## config.mk

```make
export PLATFORM = sky130hd
export DESIGN_NAME = stby_evt_reg
export DESIGN_NICKNAME = d
export VERILOG_FILES = /design/src/rtl/stby_evt_pkg.sv /design/src/rtl/stby_sync.sv /design/src/rtl/stby_rise.sv /design/src/rtl/stby_sticky.sv /design/src/rtl/stby_cfg.sv /design/src/rtl/stby_evt_reg.sv
export SDC_FILE = /design/constraint.sdc
export NUM_CORES = 1
export LEC_CHECK = 0
export BUFFER_PORTS_ARGS = -buffer_cell sky130_fd_sc_hd__buf_2
export CAP_MARGIN = 30
export CORE_MARGIN = 3
export CORE_UTILIZATION = 38
export CTS_CLUSTER_DIAMETER = 80
export DETAILED_ROUTE_END_ITERATION = 10
export PLACE_DENSITY = 0.84
export SLEW_MARGIN = 20
export SYNTH_ARGS = -nofsm -noshare
export SYNTH_HDL_FRONTEND = slang
export SYNTH_SLANG_ARGS = --single-unit
```

## constraint.sdc

```tcl
create_clock -name clk -period 1 [get_ports clk]
set_input_delay 0.1 -clock clk [delete_from_list [all_inputs] [get_ports clk]]
set_output_delay 0.1 -clock clk [all_outputs]
set_load 0.01 [all_outputs]
```

## src/rtl/stby_evt_pkg.sv

```systemverilog
package stby_evt_pkg;

  localparam int WORD_W   = 16;
  localparam int N_LINE   = 4;
  localparam int N_STICKY = N_LINE + 1;

  // Bit positions in the event word (read by host software)
  localparam int B_VALID  = 5;
  localparam int B_RING_A = 6;
  localparam int B_RING_B = 7;
  localparam int B_DROP   = 8;
  localparam int B_CMP    = 9;

  // Assemble the readable event word from sticky and live state
  function automatic logic [WORD_W-1:0] pack_word(
    input logic [N_STICKY-1:0] sticky,
    input logic                valid,
    input logic [1:0]          ring,
    input logic                cmp
  );
    logic [WORD_W-1:0] w;
    w                 = '0;
    w[N_LINE-1:0]     = sticky[N_LINE-1:0];
    w[B_VALID]        = valid;
    w[B_RING_A]       = ring[0];
    w[B_RING_B]       = ring[1];
    w[B_DROP]         = sticky[N_LINE];
    w[B_CMP]          = cmp;
    return w;
  endfunction

  // Interrupt: any sticky event with its enable on
  function automatic logic irq_of(
    input logic [N_STICKY-1:0] sticky,
    input logic [N_STICKY-1:0] en
  );
    return |(sticky & en);
  endfunction

endpackage

```

## src/rtl/stby_sync.sv

```systemverilog
module stby_sync #(
  parameter int W      = 1,
  parameter int STAGES = 2
) (
  input  logic         clk,
  input  logic         rst_n,
  input  logic [W-1:0] d,
  output logic [W-1:0] q
);

  localparam int CHAIN_W = W * STAGES;

  logic [CHAIN_W-1:0] chain;

  always_ff @(posedge clk or negedge rst_n) begin
    if (!rst_n) chain <= '0;
    else        chain <= {chain[CHAIN_W-W-1:0], d};
  end

  assign q = chain[CHAIN_W-1 -: W];

endmodule

```

## src/rtl/stby_rise.sv

```systemverilog
module stby_rise #(
  parameter int W = 1
) (
  input  logic         clk,
  input  logic         rst_n,
  input  logic [W-1:0] lvl,
  output logic [W-1:0] rise
);

  logic [W-1:0] prev_q;

  always_ff @(posedge clk or negedge rst_n) begin
    if (!rst_n) prev_q <= '0;
    else        prev_q <= lvl;
  end

  for (genvar i = 0; i < W; i++) begin : g_rise
    assign rise[i] = lvl[i] & ~prev_q[i];
  end

endmodule

```

## src/rtl/stby_sticky.sv

```systemverilog
module stby_sticky #(
  parameter int N = 5
) (
  input  logic         clk,
  input  logic         rst_n,
  input  logic [N-1:0] set,
  input  logic         clr,
  output logic [N-1:0] q
);

  // Set has priority over clear so a coincident event is kept
  always_ff @(posedge clk or negedge rst_n) begin
    if (!rst_n) q <= '0;
    else        q <= set | (q & ~{N{clr}});
  end

endmodule

```

## src/rtl/stby_cfg.sv

```systemverilog
module stby_cfg #(
  parameter int CFG_W   = 8,
  parameter int PWR_BIT = 4
) (
  input  logic             clk,
  input  logic             rst_n,
  input  logic             drop,
  input  logic             wr,
  input  logic [CFG_W-1:0] wdata,
  output logic             valid,
  output logic [CFG_W-1:0] cfg
);

  logic [CFG_W-1:0] cfg_q;
  logic             valid_q;
  logic             take_wr;

  assign take_wr = wr & ~drop;

  always_ff @(posedge clk or negedge rst_n) begin
    if (!rst_n) begin
      cfg_q   <= '0;
      valid_q <= 1'b0;
    end else begin
      if (take_wr) cfg_q <= wdata;
      if (drop)         valid_q <= 1'b0;
      else if (take_wr) valid_q <= 1'b1;
    end
  end

  always_comb begin
    cfg          = cfg_q;
    cfg[PWR_BIT] = cfg_q[PWR_BIT] | ~valid_q;
  end

  assign valid = valid_q;

endmodule

```

## src/rtl/stby_evt_reg.sv

```systemverilog
module stby_evt_reg
  import stby_evt_pkg::*;
#(
  parameter int          ADDR_W      = 8,
  parameter logic [7:0]  CFG_ADDR    = 8'h10,
  parameter logic [7:0]  EVT_ADDR    = 8'h11,
  parameter int          CFG_W       = 8,
  parameter int          CTL_W       = 8,
  parameter int          PWR_BIT     = 4,
  parameter int          SYNC_STAGES = 2
) (
  input  logic              clk,
  input  logic              rst_n,
  input  logic              supply_drop_i,
  input  logic              ring_a_i,
  input  logic              ring_b_i,
  input  logic              adc_cmp_i,
  input  logic [CTL_W-1:0]  adc_ctl_i,
  input  logic [N_LINE-1:0] line_evt_i,
  input  logic [N_STICKY-1:0] evt_en_i,
  input  logic [ADDR_W-1:0] reg_addr_i,
  input  logic              reg_wr_i,
  input  logic              reg_rd_i,
  input  logic [CFG_W-1:0]  reg_wdata_i,
  output logic [WORD_W-1:0] rd_data_o,
  output logic [CFG_W-1:0]  cfg_o,
  output logic              stat_flag_o,
  output logic              irq_o
);

  localparam int SYNC_W = 3;

  // Named internal events (also observed by the checker)
  logic                cfg_wr;
  logic                evt_rd;
  logic                valid;
  logic [1:0]          s_ring;
  logic                s_cmp;
  logic                adc_qual;
  logic                adc_set;
  logic [N_STICKY-1:0] sticky_set;
  logic [N_STICKY-1:0] sticky;
  logic                stat_q;

  assign cfg_wr = reg_wr_i & (reg_addr_i == CFG_ADDR[ADDR_W-1:0]);
  assign evt_rd = reg_rd_i & (reg_addr_i == EVT_ADDR[ADDR_W-1:0]);

  stby_sync #(.W(SYNC_W), .STAGES(SYNC_STAGES)) u_sync (
    .clk   (clk),
    .rst_n (rst_n),
    .d     ({adc_cmp_i, ring_b_i, ring_a_i}),
    .q     ({s_cmp, s_ring})
  );

  assign adc_qual = s_cmp & (|adc_ctl_i);

  stby_rise #(.W(1)) u_rise (
    .clk   (clk),
    .rst_n (rst_n),
    .lvl   (adc_qual),
    .rise  (adc_set)
  );

  assign sticky_set = {adc_set, line_evt_i};

  stby_sticky #(.N(N_STICKY)) u_sticky (
    .clk   (clk),
    .rst_n (rst_n),
    .set   (sticky_set),
    .clr   (evt_rd),
    .q     (sticky)
  );

  stby_cfg #(.CFG_W(CFG_W), .PWR_BIT(PWR_BIT)) u_cfg (
    .clk   (clk),
    .rst_n (rst_n),
    .drop  (supply_drop_i),
    .wr    (cfg_wr),
    .wdata (reg_wdata_i),
    .valid (valid),
    .cfg   (cfg_o)
  );

  always_ff @(posedge clk or negedge rst_n) begin
    if (!rst_n) stat_q <= 1'b0;
    else        stat_q <= adc_set;
  end

  assign stat_flag_o = stat_q;
  assign rd_data_o   = evt_rd ? pack_word(sticky, valid, s_ring, s_cmp) : '0;
  assign irq_o       = irq_of(sticky, evt_en_i);

endmodule

```

==> results of run 1 <==
layout make-up:
type | instances | area [um^2] | share of cell area (%)
Timing Repair Buffer | 78 | 524 | 34.4
Sequential cell | 22 | 551 | 36.1
Clock buffer | 4 | 36.3 | 2.38
Multi-Input combinational cell | 44 | 372 | 24.4
Inverter | 2 | 7.51 | 0.492
Tap cell | 28 | 35.0 | 2.30
cells in the final DEF (no fill, tap or decap), types with 2 or more instances in the layout:
master and count:
nor2_1 2, mux2_2 8, clkbuf_4 3, buf_4 6, dlygate4sd3_1 10, buf_2 51, a21o_1 4, conb_1 7
and2_4 5, and2_1 3, buf_6 11, dfrtp_1 22
critical path, stage by stage (launching register included):
cell and delay, ps:
dfrtp_1 410, a222oi_1 360, nand2_1 90, buf_2 140
through the flow:
stage	hold WS (ps)	setup slack (ps)
3_3_place_gp	74.5	-275
4_1_cts	13.8	-413
3_5_place_dp	81.4	-323
2_1_floorplan	-196	-46.6
6_report	23.0	-388
5_1_grt	12.8	-464
power breakdown:
group / switching, uW / internal (uW) / total [uW]
clock network: 250 / 222 / 472
registers: 9.97 / 915 / 925
logic: 85.8 / 120 / 205
worst paths after layout:
path,slack [ps],cells past startpoint,endpoint
setup reg to reg,110,3,u_sticky.q[0]$_DFF_PN0_
hold / removal,20,2,u_cfg.cfg_q[7]$_DFFE_PN0P_
max in group asynchronous,400,2,u_sticky.q[0]$_DFF_PN0_
setup / recovery,-390,3,irq_o
min in group asynchronous,280,2,u_cfg.cfg_q[4]$_DFFE_PN0P_
hold reg to reg,360,0,u_sync.chain[3]$_DFF_PN0_
kinds of logic (layout without fill, tap and decap cells):
logic type	after synthesis	after routing	share of synthesized area, %
buf+inv	16	84	11.5
mux	8	8	9.18
other cells	1	7	0.382
flops	22	22	56.1
compound gates	9	9	6.76
simple gates	20	20	16.1
flip-flops by register name, indices dropped and copies added, names as in the netlist:
signal / flops
u_cfg.cfg_q: 8
u_sync.chain: 6
u_sticky.q: 5
stat_flag_o: 1
u_cfg.valid: 1
u_rise.prev_q: 1
what timing repair did:
action,CTS,global route
gates resized for setup,12,9
hold buffers,9,1
endpoints found under the hold margin,30,1
setup buffers,1,4
endpoints found under the setup margin,11,11
pin swaps,9,7
layer usage:
layer | vias to the layer above | wire, um
li1 | 388 | -
met1 | 381 | 747
met2 | 48 | 1400
met3 | 6 | 201
met4 | 0 | 61
met5 | - | 0
==> key figures, run 1 <==
Drt
  – DR WL/cell: 13.5 um
  – Antenna-violating nets left: 0
  – Detailed-route DRC error count: 0
  – Routed vias/inst: 4.62
  – DR vias: 823
  – First drt pass iteration count: 4
  – Initial DRC count: 12
  – Detailed Route WL: 2410 um

Timing
  – Minimum clock period: 1390 ps
  – Setup-failing EPs final: 19
  – Post-Route Setup TNS: -2140 ps
  – Crit share post-route: 139%
  – Slew Viols, Final: 0
  – Fin Clk Skew: 0.219 ps
  – RSZ-0062 raised after global routing: yes
  – Setup ws final: -388 ps
  – Final hold vios: 0
  – F_max: 0.720 GHz

GRT
  – Vias in the first global route: 898
  – Routing usage on met1: 13.0%
  – M2 GR Usage: 29.2%
  – Initial antenna violation count: 0
  – GR peak layer: met2
  – Total grt overflow: 0
  – First-pass GRT wire length: 3660 um
  – Largest net degree at the start of global routing: 23
  – Global routing met3 resource utilization: 4.83%
  – GRT Util Overall: 14.9%

Setup path
  – CP Launch Type: flop
  – R2r startpoint: u_sticky.q[0]$_DFF_PN0_
  – Crit. End Element: primary output
  – Critical-path maximum fanout: 2
  – Critical Path Start: u_sticky.q[0]$_DFF_PN0_
  – Crit path kind: flop to primary output
  – WP data arrival: 1290 ps
  – WP data required: 900 ps

Yosys
  – Cell count after synthesis: 76
  – Flops & latches, synth: 22
  – Synth Cell Area: 981 um^2
  – Synthesis Warnings: 0
  – Unique masters post-synth: 21
  – Yosys top cell area share: 56.1%
  – EDFF count, synth: 0
  – Syn Area/Cell: 12.9 um^2
  – Register area share after synthesis: 56.1%
  – Primary FF master, synth: dfrtp_1
  – Leading cell type by number of instances after synthesis: dfrtp_1
  – Cell taking the most area after synthesis: dfrtp_1
  – Synth area leaders: dfrtp_1 (56%), buf_4 (11%), mux2_2 (9.2%)
  – Synth cell count leaders: dfrtp_1 (22), buf_4 (14), and2_1 (8), mux2_2 (8), a21o_1 (4)
  – FFs w/ async S/R, synth: 100%

Place
  – Placer Congestion: 0.723
  – DP HPWL: 1750 um
  – Post-placement cell count: 160
  – Port-buffer cells: 59
  – Post-DP Area: 0.00127 mm^2

Layout
  – Fin nets: 192
  – Fin cells: 178
  – Layout cells sized above 1: 62.7%
  – Final Util: 65.8%
  – Finished layout cell area: 0.00153 mm^2
  – P&R area growth vs syn: 55.5%
  – Fillers: 200
  – # diodes: 0

Power
  – Worst vdd rail ir drop: 0.849 mV
  – Pwr Density: 1050 mW/mm^2
  – Pleak: 0.000799 uW
  – Tot Pwr: 1600 uW

Clocking
  – Clk buf depth: 2
  – Clock Tree Root: clkbuf_4
  – # clock sinks: 22
  – Number of H-tree levels: 1
  – Clk_lat worst skew: 300 ps
  – Inserted Clock Buffers: 3
  – CTS tree: done
  – Worst-path clk slew: 110 ps

Floorplanning
  – Initial Utilization: 42.3%
  – Ports: 67
  – Die area: 0.00323 mm^2
  – # rows: 17
  – Die Y: 56.8 um
  – Die W: 56.8 um
  – Core area: 0.00232 mm^2

Outcome
  – Violated checks: setup timing
  – Status: finished, violations left

Hold path
  – Min-Delay Path Class: primary input to flop
  – Hold Startpoint: reg_wdata_i[7]

Flow run
  – Max cap viols: 0
No activity file was read; power rests on OpenSTA's default activity.
==> run 2: changes to the inputs <==
Settings changed: ABC_AREA set to 1, PLACE_DENSITY 0.84 to 0.81.
==> run 2 against run 1 <==
Net effect:
- the run still ends with setup timing left
- design area is 17% higher
- area after synthesis rose by 18%
- setup slack better by 150 ps
- synthesized cell count grew 79%
- critical path type unchanged
- largest cell class is now non-clock buffers
==> key figures, run 2 <==
Yosys
  – Syn Area/Cell: 8.54 um^2
  – FFs w/ async S/R, synth: 100%
  – Cell taking the most area after synthesis: dfrtp_1
  – Post-synthesis mux area share: 0%
  – Synth Cell Area: 0.00116 mm^2
  – Synth area leaders: dfrtp_1 (47%), nand2_1 (11%), buf_4 (9.1%)
  – EDFF count, synth: 0
  – Flops & latches, synth: 22
  – Synthesis Warnings: 0
  – Unique masters post-synth: 18
  – Primary FF master, synth: dfrtp_1
  – Synth Area in Compound Gates: 4.42%
  – Leading cell type by number of instances after synthesis: nand2_1
  – Simple-gate share of the synthesized area: 30.4%
  – Register area share after synthesis: 47.4%
  – Yosys top cell area share: 47.4%
  – Post-Synth XOR/XNOR Area: 0%
  – Synth cell count leaders: nand2_1 (35), dfrtp_1 (22), inv_1 (22)
  – Largest family of logic cells by synthesized area: simple AND/OR/NAND/NOR gates
  – Adder-Cell Fraction of Synth Area: 0%
  – Cell count after synthesis: 136

Timing
  – Final hold vios: 0
  – RSZ-0062 raised after global routing: yes
  – Setup ws final: -240 ps
  – Crit share post-route: 124%
  – Post-Route Setup TNS: -1050 ps
  – Setup-failing EPs final: 11
  – F_max: 0.807 GHz
  – Minimum clock period: 1240 ps
  – Slew Viols, Final: 0
  – Fin Clk Skew: 6.65 ps

Setup path
  – Crit path cell chain: nand2_1 > nand2_1 > a21oi_2 > nand3_1 > buf_2
  – Crit path kind: flop to primary output
  – CP Launch Type: flop
  – Delay-heaviest family, CP: flip-flops
  – Crit. End Element: primary output
  – WP data required: 900 ps
  – WP data arrival: 1140 ps
  – Worst path slowest cell: dfrtp_1
  – Buf/Inv on CP: 1
  – CP most frequent cell: nand2_1
  – CP peak stage delay: 390 ps
  – Critical-path maximum fanout: 2

Clocking
  – Inserted Clock Buffers: 3
  – Clk_lat worst skew: 300 ps
  – Number of H-tree levels: 1
  – Clock Tree Root: clkbuf_4
  – # clock sinks: 22
  – Worst-path clk slew: 120 ps
  – CTS tree: done
  – Clk buf depth: 2

Layout
  – P&R area growth vs syn: 53.9%
  – # diodes: 0
  – Top Registers: u_cfg.cfg_q (8), u_sync.chain (6), u_sticky.q (5)
  – Number of flip-flops under the largest register name: 8
  – Finished layout cell area: 0.00179 mm^2
  – Most common cell after layout, fill and taps aside: buf_2
  – Most frequent cells in the layout: buf_2 (55), nand2_1 (34), dfrtp_1 (22)
  – Layout cells sized above 1: 46.5%
  – Reg with most FFs: u_cfg.cfg_q
  – Fin nets: 259
  – Fillers: 230

Place
  – Port-buffer cells: 59
  – Post-DP Area: 0.00144 mm^2
  – Placer Congestion: 0.694
  – DP HPWL: 1800 um

Drt
  – Detailed-route DRC error count: 0
  – Detailed Route WL: 2640 um
  – Initial DRC count: 41
  – DR vias: 1050
  – DR WL/cell: 10.6 um
  – Antenna-violating nets left: 0
  – First drt pass iteration count: 4
  – Routed vias/inst: 4.23

GRT
  – Initial antenna violation count: 0
  – Vias in the first global route: 998
  – Total grt overflow: 0
  – Largest net degree at the start of global routing: 23
  – First-pass GRT wire length: 3850 um
  – GRT Util Overall: 13.9%

Flow run
  – Max cap viols: 0

Power
  – Pleak: 0.00105 uW
  – Tot Pwr: 1870 uW
  – Worst vdd rail ir drop: 0.621 mV
  – Pwr Density: 1050 mW/mm^2

Floorplanning
  – Core area: 0.00283 mm^2
  – Die W: 61.3 um
  – # rows: 19
  – Ports: 67
  – Initial Utilization: 41.0%
  – Die area: 0.00375 mm^2
  – Die Y: 61.3 um

Outcome
  – Status: finished, violations left
  – Violated checks: setup timing

Hold path
  – Min-Delay Path Class: primary input to flop
run 2: cell count changes after synthesis, moves of 2 or more:
cell / previous run / this run
nand2_1: 1 / 35
inv_1: 2 / 22
nor2_2: 0 / 10
and2_1: 8 / 0
mux2_2: 8 / 0
o21ai_0: 1 / 8
nor2_1: 3 / 8
a21o_1: 4 / 0
nor2_4: 0 / 4
nand3_1: 0 / 3
nand3_4: 0 / 2
or4_1: 2 / 0
run 2: timing repair:
action                     CTS  global route
pin swaps                    9             9
gates resized for setup      8            11
setup buffers                5             2
setup endpoints to repair   11            15
hold buffers                17             0
hold endpoints to repair    38             0
gates cloned                 0             1
run 2: layer usage:
layer,vias to the layer above,part of all wire (%),GRT usage (%)
met5,-,0,0
met4,0,0.45,5.57
met3,2,7.1,2.73
met2,39,53,26.3
met1,460,40,15.1
li1,549,-,-
run 2: final cells by class:
| cell class | instances | area, um^2 | share of cell area, % |
|---|---|---|---|
| timing repair buffer | 86 | 599 | 33.5 |
| sequential | 22 | 551 | 30.8 |
| multi-input combinational | 82 | 459 | 25.7 |
| inverter | 23 | 86.3 | 4.83 |
| tap | 31 | 38.8 | 2.17 |
| clock inverter | 1 | 30.0 | 1.68 |
| clock buffer | 3 | 22.5 | 1.26 |
run 2: metrics by stage:
stage,utilization (%),cells,hold WS [ps],worst slack (ps)
global placement,50.8,220,84.5,9.26
detailed placement,50.8,220,89.1,-13.8
global route,63.2,248,152,-328
finish,63.2,248,128,-240
floorplan,-,142,-196,208
CTS,60.5,246,112,-260
run 2: worst paths after layout:
check	to	slack [ps]	cells after the start	startpoint
min in group asynchronous	u_sync.chain[4]$_DFF_PN0_	270	2	rst_n
min reg2reg	u_sync.chain[4]$_DFF_PN0_	350	0	u_sync.chain[1]$_DFF_PN0_
max reg2reg	u_sticky.q[4]$_DFF_PN0_	220	3	u_sync.chain[5]$_DFF_PN0_
max in group asynchronous	u_sync.chain[2]$_DFF_PN0_	400	2	rst_n
max	irq_o	-240	5	u_sticky.q[2]$_DFF_PN0_
min	u_rise.prev_q$_DFF_PN0_	130	5	adc_ctl_i[2]
run 2: tightest hold or removal path: stages:
cell,delay [ps]
buf_2,70
inv_1,40
nand3_1,70
nor2_1,40
nor2_1,80
run 2: logic make-up after synthesis:
logic type,after synthesis
other,1
DFF,22
and+or+nand+nor,65
AOI/OAI and AO/OA,10
buffers and inverters,38
run 2: where the power goes:
| part | internal, uW | leakage, uW | switching, uW |
|---|---|---|---|
| registers | 915 | 0.000263 | 9.53 |
| logic | 143 | 0.000754 | 131 |
| clock network | 405 | 0.0000279 | 268 |
